### src/rtl/netirq_pkg.sv
package netirq_pkg;
  typedef struct packed {
    logic rx_en;
    logic tx_en;
  } aux_bits_t;

  function automatic aux_bits_t to_aux(input logic [1:0] raw);
    aux_bits_t a;
    a.rx_en = raw[0];
    a.tx_en = raw[1];
    return a;
  endfunction
endpackage

### src/rtl/aux_ctl_ram.sv
module aux_ctl_ram #(
  parameter int ADDR_W = 10
) (
  input  logic              clk,
  input  logic              wr_en,
  input  logic [ADDR_W-1:0] wr_addr,
  input  logic [1:0]        wr_bits,
  input  logic [ADDR_W-1:0] rd_a_addr,
  output logic [1:0]        rd_a_bits,
  input  logic [ADDR_W-1:0] rd_b_addr,
  output logic [1:0]        rd_b_bits
);
  localparam int WORDS = 1 << ADDR_W;

  logic [1:0] table_q [WORDS];

  // Read-first: both ports return the contents before this edge's write.
  always_ff @(posedge clk) begin
    if (wr_en) table_q[wr_addr] <= wr_bits;
    rd_a_bits <= table_q[rd_a_addr];
    rd_b_bits <= table_q[rd_b_addr];
  end
endmodule

### src/rtl/irq_rules.sv
module irq_rules
  import netirq_pkg::*;
(
  input  logic      msg_native,
  input  logic      msg_flag,
  input  aux_bits_t rx_aux,
  input  aux_bits_t tx_aux,
  input  logic      match_en,
  input  logic      net_irq_en,
  input  logic      own_write_en,
  input  logic      own_irq_en,
  input  logic      force_all,
  output logic      do_write,
  output logic      do_push,
  output logic      tx_mark
);
  logic qualifies;

  always_comb begin
    qualifies = match_en && (force_all || (msg_flag && rx_aux.rx_en));
    do_write  = !msg_native || own_write_en;
    do_push   = do_write && qualifies && (!msg_native || own_irq_en);
    tx_mark   = net_irq_en && tx_aux.tx_en;
  end
endmodule

### src/rtl/addr_fifo.sv
module addr_fifo #(
  parameter int W     = 10,
  parameter int DEPTH = 16,
  localparam int PTR_W = (DEPTH > 1) ? $clog2(DEPTH) : 1,
  localparam int CNT_W = $clog2(DEPTH + 1)
) (
  input  logic             clk,
  input  logic             rst,
  input  logic             push,
  input  logic [W-1:0]     push_data,
  input  logic             pop,
  input  logic             ovf_clear,
  output logic [W-1:0]     head,
  output logic             not_empty,
  output logic             ovf,
  output logic [CNT_W-1:0] level
);
  logic [W-1:0]     slot_q [DEPTH];
  logic [PTR_W-1:0] wr_ptr, rd_ptr;
  logic             full, push_ok, pop_ok;

  assign full      = (level == CNT_W'(DEPTH));
  assign push_ok   = push && !full;
  assign pop_ok    = pop && (level != '0);
  assign not_empty = (level != '0);
  assign head      = slot_q[rd_ptr];

  function automatic logic [PTR_W-1:0] bump(input logic [PTR_W-1:0] p);
    return (p == PTR_W'(DEPTH - 1)) ? '0 : p + 1'b1;
  endfunction

  always_ff @(posedge clk) begin
    if (push_ok) slot_q[wr_ptr] <= push_data;
  end

  always_ff @(posedge clk) begin
    if (rst) begin
      wr_ptr <= '0;
      rd_ptr <= '0;
      level  <= '0;
      ovf    <= 1'b0;
    end else begin
      if (push_ok) wr_ptr <= bump(wr_ptr);
      if (pop_ok)  rd_ptr <= bump(rd_ptr);
      case ({push_ok, pop_ok})
        2'b10:   level <= level + 1'b1;
        2'b01:   level <= level - 1'b1;
        default: level <= level;
      endcase
      if (push && full)   ovf <= 1'b1;
      else if (ovf_clear) ovf <= 1'b0;
    end
  end
endmodule

### src/rtl/netirq_qualifier.sv
module netirq_qualifier
  import netirq_pkg::*;
#(
  parameter int ADDR_W     = 10,
  parameter int DATA_W     = 32,
  parameter int FIFO_DEPTH = 16,
  localparam int CNT_W     = $clog2(FIFO_DEPTH + 1)
) (
  input  logic              clk,
  input  logic              rst,
  input  logic              cfg_match_en,
  input  logic              cfg_net_irq_en,
  input  logic              cfg_own_write_en,
  input  logic              cfg_own_irq_en,
  input  logic              cfg_force_all,
  input  logic              aux_wr_en,
  input  logic [ADDR_W-1:0] aux_wr_addr,
  input  logic [1:0]        aux_wr_bits,
  input  logic              rx_valid,
  input  logic [ADDR_W-1:0] rx_addr,
  input  logic [DATA_W-1:0] rx_data,
  input  logic              rx_irq_flag,
  input  logic              rx_native,
  input  logic              hw_valid,
  input  logic [ADDR_W-1:0] hw_addr,
  input  logic [DATA_W-1:0] hw_data,
  output logic              mem_wr_en,
  output logic [ADDR_W-1:0] mem_wr_addr,
  output logic [DATA_W-1:0] mem_wr_data,
  output logic              tx_valid,
  output logic [ADDR_W-1:0] tx_addr,
  output logic [DATA_W-1:0] tx_data,
  output logic              tx_irq,
  input  logic              irq_pop,
  output logic [ADDR_W-1:0] irq_head,
  output logic              irq_pending,
  input  logic              irq_ovf_clear,
  output logic              irq_overflow
);
  // Stage 1: message capture alongside the synchronous table read.
  logic              s1_valid, s1_flag, s1_native;
  logic [ADDR_W-1:0] s1_addr;
  logic [DATA_W-1:0] s1_data;
  logic              h1_valid;
  logic [ADDR_W-1:0] h1_addr;
  logic [DATA_W-1:0] h1_data;
  logic [1:0]        rx_bits_raw, tx_bits_raw;
  logic              do_write, do_push, tx_mark;
  logic [CNT_W-1:0]  lvl_cnt;

  aux_ctl_ram #(.ADDR_W(ADDR_W)) aux_i (
    .clk(clk), .wr_en(aux_wr_en), .wr_addr(aux_wr_addr), .wr_bits(aux_wr_bits),
    .rd_a_addr(rx_addr), .rd_a_bits(rx_bits_raw),
    .rd_b_addr(hw_addr), .rd_b_bits(tx_bits_raw)
  );

  always_ff @(posedge clk) begin
    if (rst) begin
      s1_valid <= 1'b0;
      h1_valid <= 1'b0;
    end else begin
      s1_valid <= rx_valid;
      h1_valid <= hw_valid;
    end
    s1_addr   <= rx_addr;
    s1_data   <= rx_data;
    s1_flag   <= rx_irq_flag;
    s1_native <= rx_native;
    h1_addr   <= hw_addr;
    h1_data   <= hw_data;
  end

  irq_rules rules_i (
    .msg_native(s1_native), .msg_flag(s1_flag),
    .rx_aux(to_aux(rx_bits_raw)), .tx_aux(to_aux(tx_bits_raw)),
    .match_en(cfg_match_en), .net_irq_en(cfg_net_irq_en),
    .own_write_en(cfg_own_write_en), .own_irq_en(cfg_own_irq_en),
    .force_all(cfg_force_all),
    .do_write(do_write), .do_push(do_push), .tx_mark(tx_mark)
  );

  // Stage 2: registered memory and network outputs.
  always_ff @(posedge clk) begin
    if (rst) begin
      mem_wr_en <= 1'b0;
      tx_valid  <= 1'b0;
      tx_irq    <= 1'b0;
    end else begin
      mem_wr_en <= s1_valid && do_write;
      tx_valid  <= h1_valid;
      tx_irq    <= h1_valid && tx_mark;
    end
    mem_wr_addr <= s1_addr;
    mem_wr_data <= s1_data;
    tx_addr     <= h1_addr;
    tx_data     <= h1_data;
  end

  addr_fifo #(.W(ADDR_W), .DEPTH(FIFO_DEPTH)) fifo_i (
    .clk(clk), .rst(rst),
    .push(s1_valid && do_push), .push_data(s1_addr),
    .pop(irq_pop), .ovf_clear(irq_ovf_clear),
    .head(irq_head), .not_empty(irq_pending), .ovf(irq_overflow),
    .level(lvl_cnt)
  );
endmodule

### config.mk
export PLATFORM = sky130hd
export DESIGN_NAME = netirq_qualifier
export DESIGN_NICKNAME = d
export VERILOG_FILES = /design/src/rtl/netirq_pkg.sv /design/src/rtl/aux_ctl_ram.sv /design/src/rtl/irq_rules.sv /design/src/rtl/addr_fifo.sv /design/src/rtl/netirq_qualifier.sv
export SDC_FILE = /design/constraint.sdc
export NUM_CORES = 2
export LEC_CHECK = 0
export BUFFER_PORTS_ARGS = -buffer_cell sky130_fd_sc_hd__clkbuf_2
export CAP_MARGIN = 20
export CORE_ASPECT_RATIO = 0.8
export CORE_MARGIN = 2
export CORE_UTILIZATION = 63
export DETAILED_ROUTE_END_ITERATION = 8
export PLACE_DENSITY = 0.8
export SETUP_SLACK_MARGIN = 0.5
export SKIP_CTS_REPAIR_TIMING = 1
export SLEW_MARGIN = 20
export SYNTH_ARGS = -nofsm -noshare
export SYNTH_HDL_FRONTEND = slang
export SYNTH_HIERARCHICAL = 1
export SYNTH_SLANG_ARGS = --single-unit
### constraint.sdc
create_clock -name clk -period 3.2 [get_ports clk]
set_clock_uncertainty 0.05 [all_clocks]
set_input_delay 0.16 -clock clk [delete_from_list [all_inputs] [get_ports clk]]
set_output_delay 0.16 -clock clk [all_outputs]
set_load 0.02 [all_outputs]
Word level (Yosys, flattened, before mapping)

Memories as Yosys holds them, arrays and structs flattened. A register that Yosys moved wholly into a read port is not among the register bits.
Index checks and enable logic that the tools add are counted.

Flip-flop bits (word level): 189
Memory bits (writable): 2,208
Input bits: 110
Word-level logic and storage cells: 60
Memories kept: 2

$add $sub $neg: 4
Equality and inequality tests: 5
Multiplexer cells: 11
Reduce and logical (&&, ||, !) cells: 19

Memories:

| name          | words | bits a word | rd ports | clocked after memory_dff | write ports | line              | source |
|---|---|---|---|---|---|---|---|
| aux_i.table_q | 1,024 | 2           | 2        | 2                        | 1           | aux_ctl_ram.sv:15 | `logic [1:0] table_q [WORDS];` |
| fifo_i.slot_q | 16    | 10          | 1        | 1                        | 1           | addr_fifo.sv:18   | `logic [W-1:0] slot_q [DEPTH];` |

Operators by type and width:

| cell                  | count |
|---|---|
| $mux W4               | 4 |
| $logic_and A1 B1 Y1   | 11 |
| $pmux W5 S2           | 1 |
| $add A4 B1 Y4 const B | 2 |
| $eq A4 B4 Y1 const B  | 2 |
| $mux W1               | 6 |
| $add A5 B1 Y5 const B | 1 |
| $eq A5 B5 Y1 const B  | 1 |
| $reduce_bool A5 Y1    | 1 |
| $sub A5 B1 Y5 const B | 1 |
| $reduce_bool A2 Y1    | 2 |
| $logic_or A1 B1 Y1    | 3 |
| $eq A2 B1 Y1 const B  | 1 |
| $eq A2 B2 Y1 const B  | 1 |
| $logic_not A1 Y1      | 2 |

Depth between registers and ports, before layout

Depth in word-level cells: 9
Depth in mapped cells: 14

Hierarchy

The synthesis kept the hierarchy.

Modules (own cells, without submodules):

| module           | times used | cells each | area an instance (µm²) | seq. area each (µm²) |
|---|---|---|---|---|
| aux_ctl_ram      | 1          | 6,209      | 100,744.1              | 61,579.1 |
| addr_fifo        | 1          | 344        | 7,170.6                | 5,165.0 |
| netirq_qualifier | 1          | 181        | 3,555.9                | 3,503.4 |
| irq_rules        | 1          | 6          | 37.5                   | 0.0 |

Worst setup path before layout

OpenSTA, ideal clock, no wires.

Path type: reg2reg
Start: register fifo_i.level[1]
End: register fifo_i.level[4]
Setup time: 0.121 ns
Arrival: 2.635 ns
Data required time: 3.029 ns
Slack: 0.394 ns
Cell stages (with the launch flop): 13
Path buffers: 2
Clock period less this slack: 2.806 ns
Cells stage by stage: dfxtp_1 -> buf_2 -> or4_1 -> o21ai_2 -> inv_1 -> ha_1 -> clkbuf_1 -> xor2_1 -> ha_1 -> inv_1 -> a32oi_1 -> a31oi_1 -> mux2_2

Word-level cells in the longest chain between the ends: 5
Elaborated cells between the ends (all ways): 11
Those cells by class: add/sub: 2; eq/ne: 3; mux: 1; reduce/logical: 5

RTL lines:

| element                                                  | line            | source |
|---|---|---|
| start: declaration                                       | addr_fifo.sv:16 | `output logic [CNT_W-1:0] level` |
| start signal: assignment                                 | addr_fifo.sv:46 | `2'b10: level <= level + 1'b1;` |
| start signal: assignment                                 | addr_fifo.sv:47 | `2'b01: level <= level - 1'b1;` |
| start signal: assignment                                 | addr_fifo.sv:48 | `default: level <= level;` |
| $eq A5 B5 Y1                                             | addr_fifo.sv:22 | `assign full = (level == CNT_W'(DEPTH));` |
| $logic_not A1 Y1                                         | addr_fifo.sv:23 | `assign push_ok = push && !full;` |
| $logic_and A1 B1 Y1                                      | addr_fifo.sv:23 |  |
| $eq A2 B1 Y1 / $eq A2 B2 Y1 (equally long branches)      | addr_fifo.sv:45 | `case ({push_ok, pop_ok})` |
| $pmux W5 S2 / $reduce_bool A2 Y1 (equally long branches) | n/a             |  |

Several ways; a longest one is shown, not always the timed one.
A chain may end at the register's enable or synchronous reset.

==> results.toml <==
[drt]
via_per_inst = 7.05
wl_um = 281000
drt_iter0_drc = 10800
drtAntennaViolNets = 0
num_vias = 57500
drt_pass1_iterations = 7
wl_per_cell_um = 34.4
drc = 0

[placement]
portBuffers = 208
dp_hpwl_um = 161000
routabilityCongestion = 0.903

[sta]
timing.fmax_mhz = 324
hold_viol = 1
fin_crit_sh_pct = 96.5
rsz0062_at_grt = "true"
hold-worst-slack_ns = -0.0159
fin_crit_ns = 3.09
setup_viol = 0
drv_slew = 0
worstMarginPinSlew_ns = 1.17
relSlewSlack_pct = 21.9

[worst_setup_path]
cp_slowest_cell = "mux4_2"
critPathCaptureType = "register"
worst-path-stages = 9
crit_family = "simple AND/OR/NAND/NOR gates"
critical_path.max_stage_delay_ns = 0.51
startpoint_type = "register"
critPathMaxFanout = 2
crit_type = "register to register"
critPathBufInv = 1
r2r_cells = 9
r2r_slack_ns = 0.11
crit_required_ns = 3.70
arrival_ns = 3.59
path_cells = "mux4_2 > mux2i_4 > buf_6 > o21ai_1 > a21oi_2 > and3_4 > nor4_1 > o22ai_1 > nand4_1"

[floorplanning]
rows = 128
core-area_um2 = 152000
ios = 209
die_h_um = 353
start_util_pct = 63.3
chipWidth_um = 441
fp.dieArea_um2 = 156000

[outcome]
violations = "negative hold slack"
outcome = "complete, but fails checks"

[run]
maxCapViolCount = 0

[clock_tree]
h-tree-depth = 4
worstSkewPairLatency_ns = 0.88
cts_inserted_buffers = 215
cts_sinks = 2403
cts_max_path_buffers = 3
clkTransAtPathRegs_ns = 0.07
clockRootBuffer = "clkbuf_16"
cts_tree = "done"

[hold_path]
worst_hold_path.num_cells = 4
min_path_type = "input port to register"

[power_and_ir_drop]
combPwrFrac_pct = 6.9
power.density_nw_per_um2 = 595
ir_drop_mv = 0.535
switchingPower_mw = 14.6
intPower_mw = 50.3
power.total_mw = 64.9
swShare_pct = 22.5
power_leakage_nw = 35.1
pwr-share-seq_pct = 53.2
pwr-share-clk_pct = 39.9

[finish]
area_delta_synth_final_pct = 13.5
nNetsFinal = 6061
final_util_pct = 71.8
drive_gt1_share_pct = 23.9

[logic_synthesis]
synth_cells = 5571
netlist_area_um2 = 96100
syn_nets = 5689
avgSynthCellArea_um2 = 17.2
yosysWarnings = 6

[global_routing]
antenna_found_initial = 18
grt_pass1_vias = 55400
grt-ovfl-total = 0
grt_start_max_net_pins = 162
grt_util_all_layers_pct = 35.4
grt_pass1_wl_um = 391000
==> worst min-delay path, stage by stage <==
cell and delay (ns):
clkbuf_2 0.13, buf_4 0.24, nand3_2 0.13, nor2_1 0.07
==> power groups by stage <==
stage	clock network (mW)	registers, mW	logic, mW
after floorplan	0	35.2	2.25
after global routing	26.8	34.5	4.60
after global placement	0	35.1	3.90
after CTS	25.6	34.5	4.02
after detailed placement	0	35.2	3.98
final	25.9	34.5	4.49
==> layout make-up <==
type	instances	area, µm²
sequential	2403	70200
clock buffer	273	5840
timing repair buffer	758	6850
antenna	11	27.5
tap	2015	2520
fill	8779	42800
inverter	19	71.3
clock inverter	123	1030
multi-input combinational	2546	22500
==> layout by cell type (no fill, tap or decap), drive strengths merged, types with 111 or more instances in the layout <==
cell	n
mux2i	216
buf	384
dfxtp	195
clkbuf	471
mux4	496
nor2	1073
dlygate4sd3	176
edfxtp	2208
nand2	111
==> worst paths after layout <==
kind	start	to
max	aux_i/table_q[7][0]	aux_i/rd_a_bits[0]
min	aux_wr_en	aux_i/table_q[820][1]
max reg2reg	aux_i/table_q[7][0]	aux_i/rd_a_bits[0]
min reg2reg	s1_data[2]	mem_wr_data[2]
==> per-layer routing <==
| layer | GRT usage [%] | up-vias | share of wire [%] |
|---|---|---|---|
| met4 | 18.7 | 16 | 6.2 |
| met3 | 11.4 | 1058 | 16 |
| met2 | 51.3 | 5648 | 45 |
| li1 | - | 22200 | - |
| met1 | 48.6 | 28600 | 33 |
| met5 | 0.670 | - | 0.051 |
==> sequential cells by signal, summed over array words and instances, names as in the netlist, 4 cells and up, named ones only <==
| signal | cells |
|---|---|
| h1_addr | 10 |
| fifo_i/wr_ptr | 4 |
| mem_wr_data | 32 |
| fifo_i/rd_ptr | 4 |
| h1_data | 32 |
| aux_i/table_q | 2048 |
| mem_wr_addr | 10 |
| s1_addr | 10 |
| fifo_i/level | 5 |
| tx_data | 32 |
| s1_data | 32 |
| fifo_i/slot_q | 160 |
| tx_addr | 10 |
==> per-stage QoR <==
stage	hold WS (ns)	std cells	cell area, µm²	setup WS, ns	setup TNS (ns)
6_report	-0.0159	8148	109000	0.112	0
5_1_grt	0.00223	8138	109000	0.0669	0
4_1_cts	-0.699	7953	107000	-0.0820	-0.0820
3_5_place_dp	0.214	7557	100000	-0.573	-0.705
3_3_place_gp	0.212	7557	100000	-0.572	-0.713
2_1_floorplan	0.138	5571	96100	0.507	0
Power figures use the tool's default switching activity.
